File: src/rtl/sar_seq_pkg.sv
package sar_seq_pkg;

    typedef enum logic [2:0] {
        PH_IDLE,
        PH_INIT,
        PH_SAMPLE,
        PH_TRIAL,
        PH_TAIL
    } phase_e;

endpackage

File: src/rtl/sar_start_trig.sv
module sar_start_trig #(
    parameter int unsigned SYNC_STAGES = 2
) (
    input  logic clk,
    input  logic rst_n,
    input  logic mc_tick,
    input  logic sw_start,
    input  logic ext_en,
    input  logic ext_start,
    input  logic run,
    input  logic abort,
    output logic start_go
);

    typedef struct packed {
        logic [SYNC_STAGES-1:0] sync;
        logic                   pin_prev;
        logic                   cmd;
    } trig_t;

    trig_t s_d, s_q;
    logic  ext_edge;

    always_comb begin
        s_d      = s_q;
        s_d.sync = {s_q.sync[SYNC_STAGES-2:0], ext_start};
        ext_edge = mc_tick && ext_en && s_q.sync[SYNC_STAGES-1] && !s_q.pin_prev;
        start_go = mc_tick && !run && !abort && (s_q.cmd || ext_edge);
        if (mc_tick) begin
            s_d.pin_prev = s_q.sync[SYNC_STAGES-1];
        end
        if (abort || start_go) begin
            s_d.cmd = 1'b0;
        end else if (sw_start && !run) begin
            s_d.cmd = 1'b1;
        end
    end

    always_ff @(posedge clk or negedge rst_n) begin
        if (!rst_n) begin
            s_q <= '0;
        end else begin
            s_q <= s_d;
        end
    end

endmodule

File: src/rtl/sar_phase_timer.sv
module sar_phase_timer
    import sar_seq_pkg::*;
#(
    parameter int unsigned RES_W    = 10,
    parameter int unsigned INIT_CYC = 2,
    parameter int unsigned SAMP_CYC = 8,
    parameter int unsigned BIT_CYC  = 4,
    parameter int unsigned TAIL_CYC = 2,
    localparam int unsigned BIT_BASE  = INIT_CYC + SAMP_CYC,
    localparam int unsigned TRIAL_END = BIT_BASE + RES_W * BIT_CYC,
    localparam int unsigned TOTAL     = TRIAL_END + TAIL_CYC,
    localparam int unsigned CNT_W     = $clog2(TOTAL + 1),
    localparam int unsigned SUB_W     = (BIT_CYC > 1) ? $clog2(BIT_CYC) : 1,
    localparam int unsigned IDX_W     = $clog2(RES_W)
) (
    input  logic             clk,
    input  logic             rst_n,
    input  logic             mc_tick,
    input  logic             start_go,
    input  logic             abort,
    output logic             run,
    output logic             busy,
    output phase_e           phase,
    output logic [IDX_W-1:0] bit_idx,
    output logic             decide,
    output logic             finish
);

    typedef struct packed {
        logic             run;
        logic             busy;
        logic [CNT_W-1:0] cnt;
        logic [SUB_W-1:0] sub;
        logic [IDX_W-1:0] idx;
    } tmr_t;

    tmr_t t_d, t_q;
    logic last_sub;
    logic last_cyc;

    always_comb begin
        if (!t_q.run)                             phase = PH_IDLE;
        else if (t_q.cnt < CNT_W'(INIT_CYC))      phase = PH_INIT;
        else if (t_q.cnt < CNT_W'(BIT_BASE))      phase = PH_SAMPLE;
        else if (t_q.cnt < CNT_W'(TRIAL_END))     phase = PH_TRIAL;
        else                                      phase = PH_TAIL;

        last_sub = (t_q.sub == SUB_W'(BIT_CYC - 1));
        last_cyc = (t_q.cnt == CNT_W'(TOTAL - 1));
        decide   = t_q.run && mc_tick && !abort && (phase == PH_TRIAL) && last_sub;
        finish   = t_q.run && mc_tick && !abort && last_cyc;

        t_d = t_q;
        if (abort) begin
            t_d.run  = 1'b0;
            t_d.busy = 1'b0;
            t_d.cnt  = '0;
            t_d.sub  = '0;
            t_d.idx  = IDX_W'(RES_W - 1);
        end else if (start_go) begin
            t_d.run  = 1'b1;
            t_d.busy = 1'b0;
            t_d.cnt  = '0;
            t_d.sub  = '0;
            t_d.idx  = IDX_W'(RES_W - 1);
        end else if (t_q.run && mc_tick) begin
            t_d.cnt = t_q.cnt + 1'b1;
            if (t_q.cnt == '0) begin
                t_d.busy = 1'b1;
            end
            if (phase == PH_TRIAL) begin
                if (last_sub) begin
                    t_d.sub = '0;
                    if (t_q.idx != '0) begin
                        t_d.idx = t_q.idx - 1'b1;
                    end
                end else begin
                    t_d.sub = t_q.sub + 1'b1;
                end
            end
            if (last_cyc) begin
                t_d.run  = 1'b0;
                t_d.busy = 1'b0;
            end
        end
    end

    always_ff @(posedge clk or negedge rst_n) begin
        if (!rst_n) begin
            t_q     <= '0;
            t_q.idx <= IDX_W'(RES_W - 1);
        end else begin
            t_q <= t_d;
        end
    end

    assign run     = t_q.run;
    assign busy    = t_q.busy;
    assign bit_idx = t_q.idx;

    assert_busy_late_R3: assert property (@(posedge clk) disable iff (!rst_n)
        $rose(t_q.busy) |-> t_q.run && $past(t_q.run));

    assert_hold_between_ticks_R6: assert property (@(posedge clk) disable iff (!rst_n)
        (!mc_tick && !abort && !start_go) |=> $stable(t_q));

    assert_no_restart_R9: assert property (@(posedge clk) disable iff (!rst_n)
        (t_q.run && mc_tick && !abort && !last_cyc) |=> (t_q.run && t_q.cnt == $past(t_q.cnt) + 1'b1));

endmodule

File: src/rtl/sar_approx_reg.sv
module sar_approx_reg #(
    parameter int unsigned RES_W = 10,
    localparam int unsigned IDX_W = $clog2(RES_W)
) (
    input  logic             clk,
    input  logic             rst_n,
    input  logic             start_go,
    input  logic             abort,
    input  logic             in_trial,
    input  logic [IDX_W-1:0] bit_idx,
    input  logic             decide,
    input  logic             cmp_in,
    input  logic             finish,
    input  logic             done_clr,
    output logic [RES_W-1:0] dac_code,
    output logic [RES_W-1:0] result,
    output logic             done
);

    typedef struct packed {
        logic [RES_W-1:0] sar;
        logic [RES_W-1:0] res;
        logic             done;
    } sar_t;

    sar_t             r_d, r_q;
    logic [RES_W-1:0] trial_mask;

    always_comb begin
        for (int i = 0; i < RES_W; i++) begin
            trial_mask[i] = in_trial && (bit_idx == IDX_W'(i));
        end

        r_d = r_q;
        if (start_go || abort) begin
            r_d.sar = '0;
        end else if (decide && cmp_in) begin
            r_d.sar = r_q.sar | trial_mask;
        end
        if (finish) begin
            r_d.res  = r_d.sar;
            r_d.done = 1'b1;
        end else if (done_clr) begin
            r_d.done = 1'b0;
        end
    end

    always_ff @(posedge clk or negedge rst_n) begin
        if (!rst_n) begin
            r_q <= '0;
        end else begin
            r_q <= r_d;
        end
    end

    assign dac_code = r_q.sar | trial_mask;
    assign result   = r_q.res;
    assign done     = r_q.done;

    assert_one_trial_bit_R5: assert property (@(posedge clk) disable iff (!rst_n)
        in_trial |-> ($countones(trial_mask) == 1));

    assert_result_kept_R10: assert property (@(posedge clk) disable iff (!rst_n)
        !finish |=> $stable(r_q.res));

endmodule

File: src/rtl/sar_conv_seq.sv
module sar_conv_seq
    import sar_seq_pkg::*;
#(
    parameter int unsigned RES_W       = 10,
    parameter int unsigned LO_W        = 2,
    parameter int unsigned CH_W        = 2,
    parameter int unsigned INIT_CYC    = 2,
    parameter int unsigned SAMP_CYC    = 8,
    parameter int unsigned BIT_CYC     = 4,
    parameter int unsigned TAIL_CYC    = 2,
    parameter int unsigned SYNC_STAGES = 2,
    localparam int unsigned HI_W  = RES_W - LO_W,
    localparam int unsigned IDX_W = $clog2(RES_W)
) (
    input  logic              clk,
    input  logic              rst_n,
    input  logic              mc_tick,
    input  logic              sw_start,
    input  logic              ext_en,
    input  logic              ext_start,
    input  logic              chan_wr,
    input  logic [CH_W-1:0]   chan_wdata,
    input  logic              done_clr,
    input  logic              lp_enter,
    input  logic              cmp_in,
    output logic [RES_W-1:0]  dac_code,
    output logic [CH_W-1:0]   chan_sel,
    output logic              sample_hold,
    output logic              busy,
    output logic              done,
    output logic [HI_W-1:0]   res_hi,
    output logic [LO_W-1:0]   res_lo
);

    logic             start_go;
    logic             run;
    logic             abort;
    phase_e           phase;
    logic [IDX_W-1:0] bit_idx;
    logic             decide;
    logic             finish;
    logic [RES_W-1:0] result;
    logic [CH_W-1:0]  chan_d, chan_q;

    assign abort = lp_enter && run;

    sar_start_trig #(.SYNC_STAGES(SYNC_STAGES)) u_trig (
        .clk      (clk),
        .rst_n    (rst_n),
        .mc_tick  (mc_tick),
        .sw_start (sw_start),
        .ext_en   (ext_en),
        .ext_start(ext_start),
        .run      (run),
        .abort    (lp_enter),
        .start_go (start_go)
    );

    sar_phase_timer #(
        .RES_W   (RES_W),
        .INIT_CYC(INIT_CYC),
        .SAMP_CYC(SAMP_CYC),
        .BIT_CYC (BIT_CYC),
        .TAIL_CYC(TAIL_CYC)
    ) u_timer (
        .clk     (clk),
        .rst_n   (rst_n),
        .mc_tick (mc_tick),
        .start_go(start_go),
        .abort   (abort),
        .run     (run),
        .busy    (busy),
        .phase   (phase),
        .bit_idx (bit_idx),
        .decide  (decide),
        .finish  (finish)
    );

    sar_approx_reg #(.RES_W(RES_W)) u_sar (
        .clk      (clk),
        .rst_n    (rst_n),
        .start_go (start_go),
        .abort    (abort),
        .in_trial (phase == PH_TRIAL),
        .bit_idx  (bit_idx),
        .decide   (decide),
        .cmp_in   (cmp_in),
        .finish   (finish),
        .done_clr (done_clr),
        .dac_code (dac_code),
        .result   (result),
        .done     (done)
    );

    always_comb begin
        chan_d = chan_q;
        if (chan_wr) begin
            chan_d = chan_wdata;
        end
    end

    always_ff @(posedge clk or negedge rst_n) begin
        if (!rst_n) begin
            chan_q <= '0;
        end else begin
            chan_q <= chan_d;
        end
    end

    assign chan_sel    = chan_q;
    assign sample_hold = (phase == PH_SAMPLE);
    assign res_hi      = result[RES_W-1:LO_W];
    assign res_lo      = result[LO_W-1:0];

    assert_quiet_dac_R4: assert property (@(posedge clk) disable iff (!rst_n)
        sample_hold |-> (dac_code == '0));

    assert_done_after_busy_R6: assert property (@(posedge clk) disable iff (!rst_n)
        $rose(done) |-> $past(busy));

    assert_abort_stops_R10: assert property (@(posedge clk) disable iff (!rst_n)
        (lp_enter && !finish) |=> (!busy && !$rose(done)));

endmodule

File: config.mk
export PLATFORM = sky130hd
export DESIGN_NAME = sar_conv_seq
export DESIGN_NICKNAME = d
export VERILOG_FILES = /design/src/rtl/sar_seq_pkg.sv /design/src/rtl/sar_start_trig.sv /design/src/rtl/sar_phase_timer.sv /design/src/rtl/sar_approx_reg.sv /design/src/rtl/sar_conv_seq.sv
export SDC_FILE = /design/constraint.sdc
export NUM_CORES = 1
export LEC_CHECK = 0
export BUFFER_PORTS_ARGS = -buffer_cell sky130_fd_sc_hd__buf_2
export CAP_MARGIN = 20
export CORE_MARGIN = 3
export CORE_UTILIZATION = 55
export DETAILED_ROUTE_END_ITERATION = 8
export PLACE_DENSITY_LB_ADDON = 0.12
export SLEW_MARGIN = 20
export SYNTH_ARGS = -nofsm -noshare
export SYNTH_HDL_FRONTEND = slang
export SYNTH_SLANG_ARGS = --single-unit
File: constraint.sdc
create_clock -name clk -period 2.3 [get_ports clk]
set_input_delay 0.115 -clock clk [delete_from_list [all_inputs] [get_ports clk]]
set_output_delay 0.115 -clock clk [all_outputs]
set_load 0.02 [all_outputs]
-- After elaboration in Yosys (flattened, before gate mapping)
Index checks and enable logic that the tools add are counted.
- register bits: 41
- word-level logic and storage cells: 97
- bits of input ports: 12
- reduce and logical (&&, ||, !) cells: 46
- bitwise logic cells: 1
- mux-type cells: 19
- equality and inequality tests: 13
- magnitude comparators: 3
- $add $sub $neg: 3
- operator list (kind ; count):
    $mux W14 ; 3
    $logic_and A1 B1 Y1 ; 24
    $mux W10 ; 2
    $eq A4 B3 Y1 const B ; 4
    $reduce_bool A3 Y1 ; 5
    $mux W3 ; 4
    $or A10 B10 Y10 ; 1
    $eq A4 B2 Y1 const B ; 2
    $eq A4 B4 Y1 const B ; 2
    $mux W4 ; 2
    $reduce_bool A4 Y1 ; 2
    $add A6 B1 Y6 const B ; 1
    $eq A3 B2 Y1 const B ; 2
    $eq A6 B6 Y1 const B ; 1
    $logic_not A6 Y1 ; 1
    $lt A6 B2 Y1 const B ; 1
    $lt A6 B4 Y1 const B ; 1
    $lt A6 B6 Y1 const B ; 1
    $mux W6 ; 1
    $reduce_and A2 Y1 ; 3
    $mux W1 ; 5
    $eq A4 B1 Y1 const B ; 1
    $logic_not A1 Y1 ; 4
    $logic_not A4 Y1 ; 1
    7 further kinds ; 11

-- Depth between registers and ports, before layout
Gate-level depths: netlist of the first run.
- depth in word-level cells: 11
- mapped depth: 6
- mapped depth without buffers: 6

-- By module
A second synthesis of the first run with hierarchy kept.
- cell total of the unflattened synthesis: 213
- area, all modules: 2139.6 µm²
- modules (own cells, without submodules) (module ; sequential area each (µm²) ; cells an instance ; instances ; area an instance (µm²)):
    sar_approx_reg ; 525.5 ; 98 ; 1 ; 993.5
    sar_phase_timer ; 352.8 ; 94 ; 1 ; 879.6
    sar_start_trig ; 100.1 ; 14 ; 1 ; 163.9
    sar_conv_seq ; 50.0 ; 7 ; 1 ; 102.6

-- Least setup slack after synthesis of the first run
OpenSTA, ideal clock, no wires.
- path type: register to register
- from: register u_timer.t_q[7] in the netlist's numbering
- to: register u_timer.t_q (netlist bit u_timer.bit_idx[2])
- clock period less this slack: 1.708 ns
- stages on the path, launching flop included: 5
- arrival time: 1.581 ns
- buffers on the path: 0
- slack: 0.592 ns
- library setup time: 0.127 ns
- data required time: 2.173 ns
- path through: dfrtp_1 o311a_4 a211oi_4 nand4_1 mux2_1
- cells in the longest elaborated chain, start to end: 8
- RTL lines (item ; RTL line ; RTL):
    start: declaration ; sar_phase_timer.sv:37 ; tmr_t t_d, t_q;
    start signal: assignment ; sar_phase_timer.sv:93 ; t_q <= t_d;
    $lt A6 B6 Y1 ; sar_phase_timer.sv:45 ; else if (t_q.cnt < CNT_W'(TRIAL_END)) phase = PH_TRIAL;
    $mux W3 ; sar_phase_timer.sv:45 ;
    $mux W3 ; sar_phase_timer.sv:44 ; else if (t_q.cnt < CNT_W'(BIT_BASE)) phase = PH_SAMPLE;
    $mux W3 * ; sar_phase_timer.sv:43 ; else if (t_q.cnt < CNT_W'(INIT_CYC)) phase = PH_INIT;
    $mux W3 * ; sar_phase_timer.sv:42 ; if (!t_q.run) phase = PH_IDLE;
    $eq A3 B2 Y1 * ; sar_phase_timer.sv:71 ; if (phase == PH_TRIAL) begin
    $reduce_bool A3 Y1 (no source line) * ; n/a ;
    $reduce_and A4 Y1 (no source line) * ; n/a ;
Every way passes the cells marked *; elsewhere a longest branch is shown, timed or not.
A chain may end at the register's enable or synchronous reset.

-- Final worst setup path of the first run
- from: register u_timer.t_q[7] in the netlist's numbering
- to: output port dac_code[5]
- cells in the longest elaborated chain, start to end: 8
- RTL lines (item ; RTL line ; RTL):
    $lt A6 B6 Y1 ; sar_phase_timer.sv:45 ;
    $mux W3 ; sar_phase_timer.sv:45 ;
    $mux W3 ; sar_phase_timer.sv:44 ;
    $mux W3 * ; sar_phase_timer.sv:43 ;
    $mux W3 * ; sar_phase_timer.sv:42 ;
    $eq A3 B2 Y1 * ; sar_conv_seq.sv:84 ; .in_trial (phase == PH_TRIAL),
    $logic_and A1 B1 Y1 * ; sar_approx_reg.sv:31 ; trial_mask[i] = in_trial && (bit_idx == IDX_W'(i));
    $or A10 B10 Y10 * ; sar_approx_reg.sv:56 ; assign dac_code = r_q.sar | trial_mask;
    end: declaration ; sar_conv_seq.sv:26 ; output logic [RES_W-1:0] dac_code,
Marks and branches as above.

==> flow_metrics.env, run 1 <==
export IMPL_worstMarginPinSlew_ns=0.898
export IMPL_drv_slew=0
export IMPL_min_path_cells=2
export IMPL_core_rowCount=21
export IMPL_yosysTopAreaCellShare=0.460
export IMPL_layout_drive_gt1_share=0.285
export IMPL_num_vias=1602
export IMPL_cts_buffers=5
export IMPL_ir_worst_vdd_mv=0.333
export IMPL_tritoncts="built"
export IMPL_whs_ns=0.00921
export IMPL_synth_top_family_by_area="simple AND/OR/NAND/NOR gates"
export IMPL_post_cts_resized=0
export IMPL_fillCellCount=295
export IMPL_final_nets=253
export IMPL_synth_compound_area_share=0.170
export IMPL_hpwl_mm=3.05
export IMPL_grt_pass1_wl_mm=7.14
export IMPL_ctsRootBufferMaster="clkbuf_8"
export IMPL_final_antenna_net_count=0
export IMPL_finalSetupViolCount=0
export IMPL_yosys_area_top_type="dfrtp_1"
export IMPL_p_leak_nw=1.20
export IMPL_routed_wl_mm=4.31
export IMPL_yosysWarnings=0
export IMPL_grt_pass1_vias=1561
export IMPL_synth_area_top_cells="dfrtp_1 46%, nor2_1 6.2%, ha_1 4.1%"
export IMPL_htree_num_levels=2
export IMPL_synthMuxAreaShare=0.0401
export IMPL_cp_end_kind="primary output"
export IMPL_start_kind="register"
export IMPL_timing_final_crit_share=0.891
export IMPL_max_freq_mhz=488
export IMPL_clk_pin_slew_ns=0.08
export IMPL_gp_congestion=0.861
export IMPL_antenna_found_initial=0
export IMPL_cp_data_required_time_ns=2.18
export IMPL_place_inst=271
export IMPL_area_growth_pct=11.9
export IMPL_hold_viol=0
export IMPL_synthesis_nets=225
export IMPL_grt_max_degree=42
export IMPL_core_mm2=0.00352
export IMPL_synth_adder_area_share=0.0413
export IMPL_yosys_cell_types_count=45
export IMPL_wire_per_inst_um=15.3
export IMPL_start_util=0.603
export IMPL_synth_seq_cells=41
export IMPL_crit_arrival_ns=1.93
export IMPL_synthSimpleGateAreaFrac=0.171
export IMPL_r2r_setup_slack_ns=0.42
export IMPL_post_cts_repair_setup_buffers=0
export IMPL_firstDrtPassIters=4
export IMPL_setup_tns_ns=0
export IMPL_cts_sinks=41
export IMPL_synth_xor_area_share=0.0206
export IMPL_die_h_um=68.1
export IMPL_portBuffers=36
export IMPL_antenna_cells=0
export IMPL_synth_common_cells="39 x dfrtp_1, 35 x nor2_1, 15 x a21oi_1"
export IMPL_cp_max_fo=15
export IMPL_ctsHoldBuffers=2
export IMPL_clk_latency_ns=0.29
export IMPL_synth_edf_count=0
export IMPL_reg2reg_depth=4
export IMPL_syn_inst=206
export IMPL_drc=0
export IMPL_clk_path_buf_depth=2
export IMPL_synth_most_common_cell="dfrtp_1"
export IMPL_path_class="register to primary output"
export IMPL_drt_iter0_markers=124
export IMPL_grt_overflow=0
export IMPL_powerDensity_mw_per_mm2=598
export IMPL_hold_class="input pin to register"
export IMPL_fin_crit_ns=2.05
export IMPL_fin_skew_ns=0.00903
export IMPL_die_width_um=68.1
export IMPL_synth_ff_type="dfrtp_1"
export IMPL_final_cells=281
export IMPL_netlist_area_mm2=0.00212
export IMPL_design_die_area_mm2=0.00464
export IMPL_async_flop_share=1.00
export IMPL_rsz0062_at_grt="no"
export IMPL_cap_violations=0
export IMPL_yosysSeqAreaShare=0.485
export IMPL_viasPerCell=5.70
export IMPL_syn_area_per_cell_um2=10.3
export IMPL_io_pins=37
export IMPL_status="completed"
export IMPL_relSlewSlack=0.401
export IMPL_grt_use_total=0.209
[per-stage QoR]
step                      utilization  instance area, um2  power [W]  setup WS (ns)
final                           0.674                2370    0.00142          0.251
after global routing            0.674                2370    0.00149          0.144
after CTS                       0.674                2370    0.00144          0.261
after detailed placement        0.643                2260   0.000956          0.436
after global placement          0.643                2260   0.000950          0.508
after floorplan                     -                2120   0.000892          0.592
[cells in the final DEF (no fill, tap or decap), types with 2 or more instances in the layout]
cell and n:
nor3b_1 3, mux2_2 3, clkbuf_1 2, inv_1 7
buf_2 36, buf_4 4, clkbuf_8 6, ha_1 7
a41oi_1 6, a41oi_2 2, a21oi_2 2, nor2_1 35
nor3_1 7, dlygate4sd3_1 2, nand4_1 3, and4_1 2
mux2i_1 4, dfstp_2 2, xor2_1 4, a31o_2 8
and4b_1 2, dfrtp_1 39, nor4_1 2, a41o_1 2
a21oi_1 15, nand2_1 8, and2_1 3
[sequential cells by signal, summed over array words and instances (netlist names)]
signal           flops
chan_sel             2
u_sar.done           1
u_sar.r_q           10
u_sar.result        10
u_timer.bit_idx      4
u_timer.busy         1
u_timer.run          1
u_timer.t_q          8
u_trig.s_d           1
u_trig.s_q           3
[cell type report]
class                           instances  area (um2)  share of cell area
Sequential cell                        41        1030               0.433
Multi-Input combinational cell        137         941               0.396
Timing Repair Buffer                   42         230              0.0970
Clock buffer                            8        90.1              0.0380
Tap cell                               46        57.6              0.0242
Inverter                                7        26.3              0.0111
[cells by family after synthesis]
logic type / Yosys count
AO/OA/AOI/OAI: 44
XOR/XNOR: 5
adder cells (fa/ha/maj): 7
buffers and inverters: 28
flip-flops: 41
multiplexers: 8
AND/OR/NAND/NOR: 73
[final timing paths]
| check | startpoint | end |
|---|---|---|
| max reg2reg | u_timer.t_q[7] | u_timer.bit_idx[2] |
| min | done_clr | u_sar.done |
| max | u_timer.t_q[7] | dac_code[5] |
| min reg2reg | u_trig.s_d[3] | u_trig.s_q[3] |
| max in group asynchronous | rst_n | u_sar.result[8] |
| min in group asynchronous | rst_n | u_timer.busy |
[critical path: stages, from the launching register on]
cell and delay, ns:
dfrtp_1 0.46, o21ai_1 0.43, a211oi_2 0.13, buf_4 0.21, a31o_2 0.26, buf_2 0.15
[report_power, final]
part	switching, W	total (W)	internal [W]	leakage (nW)
clock	0.000232	0.000476	0.000245	0.0455
combinational	0.0000929	0.000158	0.0000648	0.604
sequential	0.0000330	0.000785	0.000752	0.551
total	0.000358	0.00142	0.00106	1.20
[layer usage]
metal,wire [um],global-route usage,up-vias
li1,-,-,778
met1,2000,0.260,786
met2,2080,0.357,32
met3,180,0.0525,6
met4,45,0.0596,0
met5,0,0,-
Note: power is estimated with default switching activity, not from simulation.
==> run 2, diff against run 1 <==
==> constraint.sdc (replaced) <==
create_clock -name clk -period 2.3 [get_ports clk]
set_input_delay 0.46 -clock clk [delete_from_list [all_inputs] [get_ports clk]]
set_output_delay 0.46 -clock clk [all_outputs]
set_load 0.02 [all_outputs]
==> flow_metrics.env, run 2 (same netlist as run 1, synthesis figures left out) <==
export IMPL_start_util=0.603
export IMPL_grt_overflow=0
export IMPL_r2r_end="u_sar.result[2]"
export IMPL_clk_pin_slew_ns=0.08
export IMPL_rsz0062_at_grt="yes"
export IMPL_cap_violations=0
export IMPL_critical_path_top_delay_family="compound AO/OA/AOI/OAI gates"
export IMPL_die_h_um=68.1
export IMPL_crit_arrival_ns=1.85
export IMPL_timing_final_crit_share=1.01
export IMPL_crit_slowest_cell="dfrtp_2"
export IMPL_core_rowCount=21
export IMPL_grt_max_degree=42
export IMPL_firstDrtPassIters=5
export IMPL_critical_path_depth=5
export IMPL_fin_skew_ns=0.00721
export IMPL_portBuffers=36
export IMPL_endpoint="dac_code[1]"
export IMPL_htree_num_levels=2
export IMPL_path_cells="o311a_4, a211oi_4, buf_4, a31o_2, buf_4"
export IMPL_relSlewSlack=0.410
export IMPL_worstMarginPinSlew_ns=0.885
export IMPL_grt_use_total=0.215
export IMPL_clk_path_buf_depth=2
export IMPL_powerDensity_mw_per_mm2=577
export IMPL_cts_sinks=41
export IMPL_viasPerCell=5.78
export IMPL_reg2reg_depth=5
export IMPL_slowest_delay_ns=0.45
export IMPL_ctsRootBufferMaster="clkbuf_8"
export IMPL_rr_startpoint="u_timer.t_q[4]"
export IMPL_total_power_w=0.00141
export IMPL_num_vias=1642
export IMPL_max_freq_mhz=432
export IMPL_p_leak_nw=1.22
export IMPL_mostFrequentLayoutCell="dfrtp_1"
export IMPL_drc=0
export IMPL_wire_per_inst_um=15.9
export IMPL_hold_class="input pin to register"
export IMPL_hold_viol=0
export IMPL_violations="negative setup slack"
export IMPL_cp_data_required_time_ns=1.84
export IMPL_finalWorstSetupSlack_ns=-0.0138
export IMPL_tritoncts="built"
export IMPL_final_nets=256
export IMPL_io_pins=37
export IMPL_min_path_cells=1
export IMPL_cp_end_kind="primary output"
export IMPL_path_class="register to primary output"
export IMPL_crit_start="u_timer.t_q[7]"
export IMPL_final_cells=284
export IMPL_path_buf_inv=2
export IMPL_drt_iter0_markers=178
export IMPL_start_kind="register"
export IMPL_whs_ns=0.274
export IMPL_gp_congestion=0.950
export IMPL_drv_slew=0
export IMPL_routed_wl_mm=4.51
export IMPL_layout_drive_gt1_share=0.332
export IMPL_pre_cts_ws_ns=0.255
export IMPL_die_width_um=68.1
export IMPL_ir_worst_vdd_mv=0.444
export IMPL_fin_crit_ns=2.31
export IMPL_cts_buffers=5
export IMPL_area_growth_pct=15.5
export IMPL_status="finished with violations"
export IMPL_antenna_found_initial=0
export IMPL_final_antenna_net_count=0
export IMPL_antenna_cells=0
export IMPL_cp_common_cell="buf_4"
export IMPL_finalSetupViolCount=1
export IMPL_place_inst=270
export IMPL_core_mm2=0.00352
export IMPL_grt_pass1_wl_mm=7.40
export IMPL_grt_pass1_vias=1652
export IMPL_layout_common_cells="36 x dfrtp_1, 34 x nor2_1, 28 x buf_2, 15 x a21oi_1, 10 x buf_4"
export IMPL_setup_tns_ns=-0.0138
export IMPL_cp_max_fo=6
export IMPL_design_die_area_mm2=0.00464
export IMPL_r2r_setup_slack_ns=0.37
export IMPL_ctsHoldBuffers=0
export IMPL_clk_latency_ns=0.29
export IMPL_hpwl_mm=3.11
==> run 2: what timing repair did <==
| action | in CTS | in global routing |
|---|---|---|
| gates resized for setup | 8 | 14 |
| endpoints found under the setup margin | 8 | 8 |
| cloned | 0 | 1 |
| setup buffers | 1 | 4 |
==> run 2: cell type report <==
class                           instances  area (um2)
Fill cell                             268        1070
Sequential cell                        41        1030
Multi-Input combinational cell        137         955
Timing Repair Buffer                   45         294
Clock buffer                            5        68.8
Tap cell                               46        57.6
Inverter                                7        26.3
Clock inverter                          3        17.5
==> run 2: stage by stage <==
| step | utilization | instance area (um2) |
|---|---|---|
| finish | 0.696 | 2450 |
| floorplan | - | 2120 |
| global route | 0.696 | 2450 |
| CTS | 0.673 | 2370 |
| detailed placement | 0.641 | 2260 |
| global placement | 0.641 | 2260 |
==> run 2: power breakdown <==
group	switching, W	internal (W)
clock	0.000246	0.000209
sequential	0.0000330	0.000753
combinational	0.0000996	0.0000738
==> run 2: worst min path at each step <==
stage / from / end / slack (ns)
2_1_floorplan: rst_n / chan_sel[0] / 0.16
3_3_place_gp: u_trig.s_d[3] / u_trig.s_q[3] / 0.33
3_5_place_dp: u_trig.s_d[3] / u_trig.s_q[3] / 0.34
4_1_cts: ext_start / u_trig.s_d[3] / 0.27
5_1_grt: ext_start / u_trig.s_d[3] / 0.27
6_report: ext_start / u_trig.s_d[3] / 0.27
==> run 2: per-layer routing <==
metal	track usage	share of wire	routed length, um
met4	0.0918	0.014	62
met5	0	0	0
met2	0.349	0.50	2270
met1	0.276	0.43	1920
met3	0.0476	0.058	261
